==> config.mk <==
export PLATFORM = sky130hd
export DESIGN_NAME = oversampled_rx
export DESIGN_NICKNAME = d
export VERILOG_FILES = /design/src/rtl/orx_pkg.sv /design/src/rtl/orx_tick.sv /design/src/rtl/orx_ctrl.sv /design/src/rtl/orx_datapath.sv /design/src/rtl/oversampled_rx.sv
export SDC_FILE = /design/constraint.sdc
export NUM_CORES = 1
export LEC_CHECK = 0
export BUFFER_PORTS_ARGS = -buffer_cell sky130_fd_sc_hd__buf_2
export CAP_MARGIN = 0
export CORE_MARGIN = 2
export CORE_UTILIZATION = 53
export DETAILED_ROUTE_END_ITERATION = 12
export PLACE_DENSITY = 0.85
export SLEW_MARGIN = 20
export SYNTH_ARGS = -nofsm -noshare
export SYNTH_HDL_FRONTEND = slang
export SYNTH_SLANG_ARGS = --single-unit
==> constraint.sdc <==
create_clock -name clk -period 2.2 [get_ports clk]
set_clock_uncertainty 0.15 [all_clocks]
set_input_delay 0 -clock clk [delete_from_list [all_inputs] [get_ports clk]]
set_output_delay 0 -clock clk [all_outputs]
set_load 0.01 [all_outputs]
==> src/rtl/orx_pkg.sv <==
package orx_pkg;
  typedef enum logic [1:0] {ST_OFF, ST_HUNT, ST_RECV} rxState_t;

  typedef struct packed {
    logic sampleBit;   // shift one data bit in
    logic finishChar;  // stop bit sampled, publish character
    logic flush;       // receiver reset command
  } rxStrobe_t;
endpackage

==> src/rtl/orx_tick.sv <==
module orx_tick #(
  parameter int DIV_W = 16
) (
  input  logic             clk,
  input  logic             rst_n,
  input  logic [DIV_W-1:0] divisor,
  output logic             tick
);
  logic [DIV_W-1:0] divCnt;

  always_ff @(posedge clk or negedge rst_n) begin
    if (!rst_n) begin
      divCnt <= '0;
      tick   <= 1'b0;
    end else if (divisor == '0) begin
      divCnt <= '0;
      tick   <= 1'b0;
    end else if (divCnt >= divisor - DIV_W'(1)) begin
      divCnt <= '0;
      tick   <= 1'b1;
    end else begin
      divCnt <= divCnt + DIV_W'(1);
      tick   <= 1'b0;
    end
  end

  // a zero divisor produces no tick
  a_r4_zero_div_silent: assert property (@(posedge clk) disable iff (!rst_n)
    (divisor == '0) |=> !tick);
endmodule

==> src/rtl/orx_ctrl.sv <==
module orx_ctrl
  import orx_pkg::*;
#(
  parameter int OVS       = 16,
  parameter int START_MIN = 8,
  parameter int DATA_BITS = 8
) (
  input  logic      clk,
  input  logic      rst_n,
  input  logic      tick,
  input  logic      lineIn,
  input  logic      cmdEnable,
  input  logic      cmdDisable,
  input  logic      cmdReset,
  output rxStrobe_t strobe,
  output logic      enabled
);
  localparam int FIRST_WAIT = OVS + OVS / 2 - START_MIN;
  localparam int TIMER_W    = $clog2(FIRST_WAIT + 1);
  localparam int LOW_W      = $clog2(START_MIN + 1);
  localparam int IDX_W      = $clog2(DATA_BITS + 1);

  rxState_t           state;
  logic [LOW_W-1:0]   lowCnt;
  logic [TIMER_W-1:0] timer;
  logic [IDX_W-1:0]   bitIdx;
  logic               stopPending;
  logic               atSample;
  logic               stopNext;

  always_comb begin
    atSample          = (state == ST_RECV) && tick && (timer == '0);
    strobe.sampleBit  = atSample && (bitIdx != IDX_W'(DATA_BITS)) && !cmdReset;
    strobe.finishChar = atSample && (bitIdx == IDX_W'(DATA_BITS)) && !cmdReset;
    strobe.flush      = cmdReset;
    stopNext          = cmdDisable ? 1'b1 : (cmdEnable ? 1'b0 : stopPending);
    enabled           = (state != ST_OFF);
  end

  always_ff @(posedge clk or negedge rst_n) begin
    if (!rst_n) begin
      state       <= ST_OFF;
      lowCnt      <= '0;
      timer       <= '0;
      bitIdx      <= '0;
      stopPending <= 1'b0;
    end else if (cmdReset) begin
      state       <= ST_OFF;
      lowCnt      <= '0;
      bitIdx      <= '0;
      stopPending <= 1'b0;
    end else begin
      case (state)
        ST_OFF: begin
          if (cmdEnable && !cmdDisable) begin
            state  <= ST_HUNT;
            lowCnt <= '0;
          end
        end
        ST_HUNT: begin
          if (cmdDisable) begin
            state <= ST_OFF;
          end else if (tick) begin
            if (!lineIn) begin
              if (lowCnt == LOW_W'(START_MIN - 1)) begin
                state       <= ST_RECV;
                timer       <= TIMER_W'(FIRST_WAIT);
                bitIdx      <= '0;
                stopPending <= 1'b0;
              end else begin
                lowCnt <= lowCnt + LOW_W'(1);
              end
            end else begin
              lowCnt <= '0;
            end
          end
        end
        ST_RECV: begin
          stopPending <= stopNext;
          if (atSample) begin
            timer <= TIMER_W'(OVS - 1);
            if (bitIdx == IDX_W'(DATA_BITS)) begin
              state       <= stopNext ? ST_OFF : ST_HUNT;
              lowCnt      <= '0;
              stopPending <= 1'b0;
            end else begin
              bitIdx <= bitIdx + IDX_W'(1);
            end
          end else if (tick) begin
            timer <= timer - TIMER_W'(1);
          end
        end
        default: state <= ST_OFF;
      endcase
    end
  end

  // reset command disables on the next cycle
  a_r7_reset_disables: assert property (@(posedge clk) disable iff (!rst_n)
    cmdReset |=> !enabled);
  // disable while hunting stops at once
  a_r5_hunt_stop: assert property (@(posedge clk) disable iff (!rst_n)
    (state == ST_HUNT && cmdDisable) |=> !enabled);
  // an accepted character is never cut short without a reset
  a_r6_finish_first: assert property (@(posedge clk) disable iff (!rst_n)
    (state == ST_RECV && !cmdReset && !strobe.finishChar) |=> enabled);
  // disable beats enable while off
  a_r11_disable_wins: assert property (@(posedge clk) disable iff (!rst_n)
    (state == ST_OFF && cmdEnable && cmdDisable) |=> !enabled);
endmodule

==> src/rtl/orx_datapath.sv <==
module orx_datapath
  import orx_pkg::*;
#(
  parameter int DATA_BITS = 8
) (
  input  logic                 clk,
  input  logic                 rst_n,
  input  logic                 lineRaw,
  input  logic                 readAck,
  input  rxStrobe_t            strobe,
  output logic                 lineSync,
  output logic [DATA_BITS-1:0] rxData,
  output logic                 rxReady,
  output logic                 overrun,
  output logic                 frameErr
);
  logic [1:0]           syncQ;
  logic [DATA_BITS-1:0] shiftReg;

  assign lineSync = syncQ[1];

  always_ff @(posedge clk or negedge rst_n) begin
    if (!rst_n) syncQ <= 2'b11;
    else        syncQ <= {syncQ[0], lineRaw};
  end

  always_ff @(posedge clk or negedge rst_n) begin
    if (!rst_n) begin
      shiftReg <= '0;
      rxData   <= '0;
      rxReady  <= 1'b0;
      overrun  <= 1'b0;
      frameErr <= 1'b0;
    end else if (strobe.flush) begin
      shiftReg <= '0;
      rxData   <= '0;
      rxReady  <= 1'b0;
      overrun  <= 1'b0;
      frameErr <= 1'b0;
    end else begin
      if (strobe.sampleBit)
        shiftReg <= {lineSync, shiftReg[DATA_BITS-1:1]};
      if (strobe.finishChar) begin
        rxData   <= shiftReg;
        frameErr <= ~lineSync;
        rxReady  <= 1'b1;
        overrun  <= rxReady && !readAck;
      end else if (readAck) begin
        rxReady <= 1'b0;
        overrun <= 1'b0;
      end
    end
  end

  // a lone acknowledge clears ready and overrun
  a_r10_ack_clears: assert property (@(posedge clk) disable iff (!rst_n)
    (readAck && !strobe.finishChar && !strobe.flush) |=> (!rxReady && !overrun));
  // completion colliding with acknowledge keeps the new byte, no overrun
  a_r10_collision: assert property (@(posedge clk) disable iff (!rst_n)
    (readAck && strobe.finishChar && !strobe.flush) |=> (rxReady && !overrun));
  // overrun only rises on a character completion
  a_r9_overrun_cause: assert property (@(posedge clk) disable iff (!rst_n)
    $rose(overrun) |-> $past(strobe.finishChar));
endmodule

==> src/rtl/oversampled_rx.sv <==
module oversampled_rx
  import orx_pkg::*;
#(
  parameter int DIV_W     = 16,
  parameter int DATA_BITS = 8,
  parameter int OVS       = 16,
  parameter int START_MIN = 8
) (
  input  logic                 clk,
  input  logic                 rst_n,
  input  logic [DIV_W-1:0]     divisor,
  input  logic                 rxLine,
  input  logic                 cmdEnable,
  input  logic                 cmdDisable,
  input  logic                 cmdReset,
  input  logic                 readAck,
  output logic [DATA_BITS-1:0] rxData,
  output logic                 rxReady,
  output logic                 overrun,
  output logic                 frameErr,
  output logic                 rxEnabled
);
  logic      tick;
  logic      lineSync;
  rxStrobe_t strobe;

  orx_tick #(.DIV_W(DIV_W)) u_tick (
    .clk(clk), .rst_n(rst_n), .divisor(divisor), .tick(tick)
  );

  orx_ctrl #(.OVS(OVS), .START_MIN(START_MIN), .DATA_BITS(DATA_BITS)) u_ctrl (
    .clk(clk), .rst_n(rst_n), .tick(tick), .lineIn(lineSync),
    .cmdEnable(cmdEnable), .cmdDisable(cmdDisable), .cmdReset(cmdReset),
    .strobe(strobe), .enabled(rxEnabled)
  );

  orx_datapath #(.DATA_BITS(DATA_BITS)) u_dp (
    .clk(clk), .rst_n(rst_n), .lineRaw(rxLine), .readAck(readAck),
    .strobe(strobe), .lineSync(lineSync), .rxData(rxData),
    .rxReady(rxReady), .overrun(overrun), .frameErr(frameErr)
  );
endmodule

==> metrics <==
post-layout util=71.5%; Hold Crit Class=in2async; H-Tree Depth=2; DRC=0; DRT Pass-1 Iters=4; most used flip-flop cell after synthesis=dfrtp_1; share of cells above drive strength 1=32.8%; GRT overflow=0; Iter 0 DRT Violations=around 130; WS Path Type=in2reg; DP Worst Slack=-1010 ps; Async SR Flop Fraction=between 90% and 100%; Startpoint Class=primary input; run status=finished, violations left; Peak VDD IR=~470 µV; count leader, synth=dfrtp_1; top cells by count, synth=52 x dfrtp_1, 43 x nor2_1, 22 x ha_1; R2R Setup Slk=around 110 ps; Final Max Slew Viols=0; first-pass GRT wire length=11400 µm; top-area cell type share of the netlist area=just over 40%; CTS root buffer=clkbuf_8; Yosys reg bits=54; Net Count, Synth=370; Post-synth EDFFs=0; Cell Area, Synth=around 0.0032 mm²; Antenna Diode Count=0; area grow syn2layout=31.8%; Placed Cells incl. Taps=~450; Synth Instances=between 300 and 400; via count=roughly 2.7k; GRT Overall Usage=between 20% and 30%; die area=roughly 0.0066 mm²; Rows=28; area of the core=0.00585 mm²; Buffers & Inverters on Critical Path=3; Total Power=2.18 mW; Slew HR=68.8%; hold slack=between 30 and 40 ps; critical path required time=approximately 2300 ps; total CTS buffers=5; Routed Wire Length=7250 µm; width of the die=approximately 80 µm; DP Area=0.00369 mm²; initial antenna violation count=0; post-layout min period=around 2700 ps; DP HPWL=between 4000 and 5000 µm; violated checks=negative setup slack; fill count=roughly 420; Fmax achieved=around 0.36 GHz; Final setup viols=17; Nets=between 400 and 500; CP max stage cell=or4_4; Leakage=1.97 nW; Tightest Pin Transition=between 400 and 500 ps; WL/cell=15.0 µm; clk slew on worst S/H paths=roughly 100 ps; Critical Path Max Stage Delay=roughly 540 ps; Multi-input gate area=0.00195 mm²; Avg Inst Size Synth=about 9.8 µm²; vias per cell=5.60; Critical Path Fanout Max=7; largest net degree at the start of global routing=55; Longest Clk Path Bufs=2; PnR worst setup slack=-547 ps; cell taking the most area after synthesis=dfrtp_1; global placer's final weighted congestion=approximately 0.83; boundary pin count=35; critical path endpoint category=register; Worst-Skew Late Latency=approximately 310 ps; MaxCap Viol Count=0; PortBufs=34; Synth Warn #=0; cell area after layout=between 0.004 and 0.005 mm²; crit-path cells=buf_8, or4_4, or4_4, nor2_4, nand2_2, xor2_2, ha_1, buf_6, nand2_2, nor2_2, a211oi_2, nand4_4, buf_8, nor2_2; largest cells by area after synthesis=dfrtp_1 41%, ha_1 8.7%, mux2i_1 5.4%, nor2_1 5.1%, xnor2_1 4.1%; Register Area=approximately 0.0014 mm²; vias in the first global route=2651; Post-Layout Cell Count=around 480; Seq/Total Area, Yosys=between 40% and 50%; Yosys cell types=53; antenna viol nets, final=0; Final Hold Vio Count=0; CTS tree=yes; Chip Height=81.4 µm; Final period util=125%; RSZ-0062 raised after global routing=true; pwr/cell area=521 mW/mm²; Crit path max-delay family=simple AND/OR/NAND/NOR gates; WP data arrival=2850 ps; setup TNS=-8730 ps; Sinks on Clock Net=between 50 and 60; Initial Util=a little over half
==> registers in the layout, summed over array words and instances, names as in the netlist <==
name / cells
u_ctrl.timer: 5
u_dp.rxData: 8
u_tick.tick: 1
u_ctrl.bitIdx: 4
u_dp.frameErr: 1
u_dp.syncQ: 2
u_ctrl.state: 2
u_ctrl.lowCnt: 4
u_dp.overrun: 1
u_ctrl.stopPending: 1
u_tick.divCnt: 16
u_dp.rxReady: 1
u_dp.shiftReg: 8
==> worst paths after layout <==
path / start / end / cells after the start
worst max-delay path: divisor[1] / u_tick.divCnt[5] / 14
worst min-delay path: rst_n / u_ctrl.timer[1] / 3
min in group clk: divisor[13] / u_tick.tick / 4
worst min register to register: u_dp.syncQ[0] / u_dp.syncQ[1] / 0
max in group asynchronous: rst_n / u_dp.syncQ[0] / 3
worst max register to register: u_ctrl.bitIdx[0] / u_ctrl.lowCnt[0] / 7
==> area by class of cell <==
cell class                 instances  share of cell area [%]
clock buffer                       5                    1.65
multi-input combinational        251                    46.6
timing repair buffer              82                    14.8
inverter                          14                    1.85
tap                               75                    2.24
sequential                        54                    32.4
clock inverter                     3                   0.449
==> cells in the final DEF, fill, tap and decap left out, types with 3 or more instances in the layout <==
master / n
inv_1: 12
mux2i_1: 17
nor2_1: 36
o21ai_0: 11
a21oi_1: 13
nor2_4: 4
nand2_2: 3
o31ai_1: 4
xor2_1: 11
nor3_1: 4
nand2b_1: 5
and3_1: 3
dfrtp_1: 52
buf_8: 4
o21ai_1: 3
nand4_1: 5
ha_1: 21
dlygate4sd3_1: 7
nand3_1: 12
nand2_1: 16
xnor2_1: 15
a31oi_1: 3
nor2_2: 13
buf_4: 35
buf_2: 32
clkbuf_8: 5
nor2b_1: 5
==> power by group <==
part	internal (mW)	switching (mW)
clock	0.225	0.340
combinational	0.224	0.247
sequential	1.06	0.0880
total	1.51	0.675
==> worst register-to-register path, cell delays in order, from the launching register on <==
cell	delay, ps
dfrtp_1	440
inv_1	100
ha_1	150
and3b_1	250
nand2_1	100
a32o_1	300
nor2_1	130
mux2_2	350
==> kinds of logic (layout without fill, tap and decap cells) <==
family	count (synthesis)	after routing	synth area share, %
adder cells (fa/ha/maj)	22	22	8.67
multiplexers	18	18	5.72
flip-flops	54	54	42.6
XOR/XNOR	27	27	7.45
AND/OR/NAND/NOR	135	135	22.7
AO/OA/AOI/OAI	49	49	9.86
buffers and inverters	20	104	2.92
==> repair_timing <==
item                                    in CTS  in global routing
pin swaps                                   17                  8
endpoints found under the hold margin       77                  0
setup buffers                                6                  8
gates cloned                                 1                  0
gates resized for setup                     16                 33
hold buffers                                 7                  0
endpoints found under the setup margin      18                 24
==> layer usage <==
metal,global-route usage [%],wire [µm],vias up
li1,-,-,1319
met4,8.81,163,0
met5,0,0,-
met3,3.22,221,16
met2,41.5,3940,69
met1,25.0,2930,1304
No activity file was read; power rests on OpenSTA's default activity.
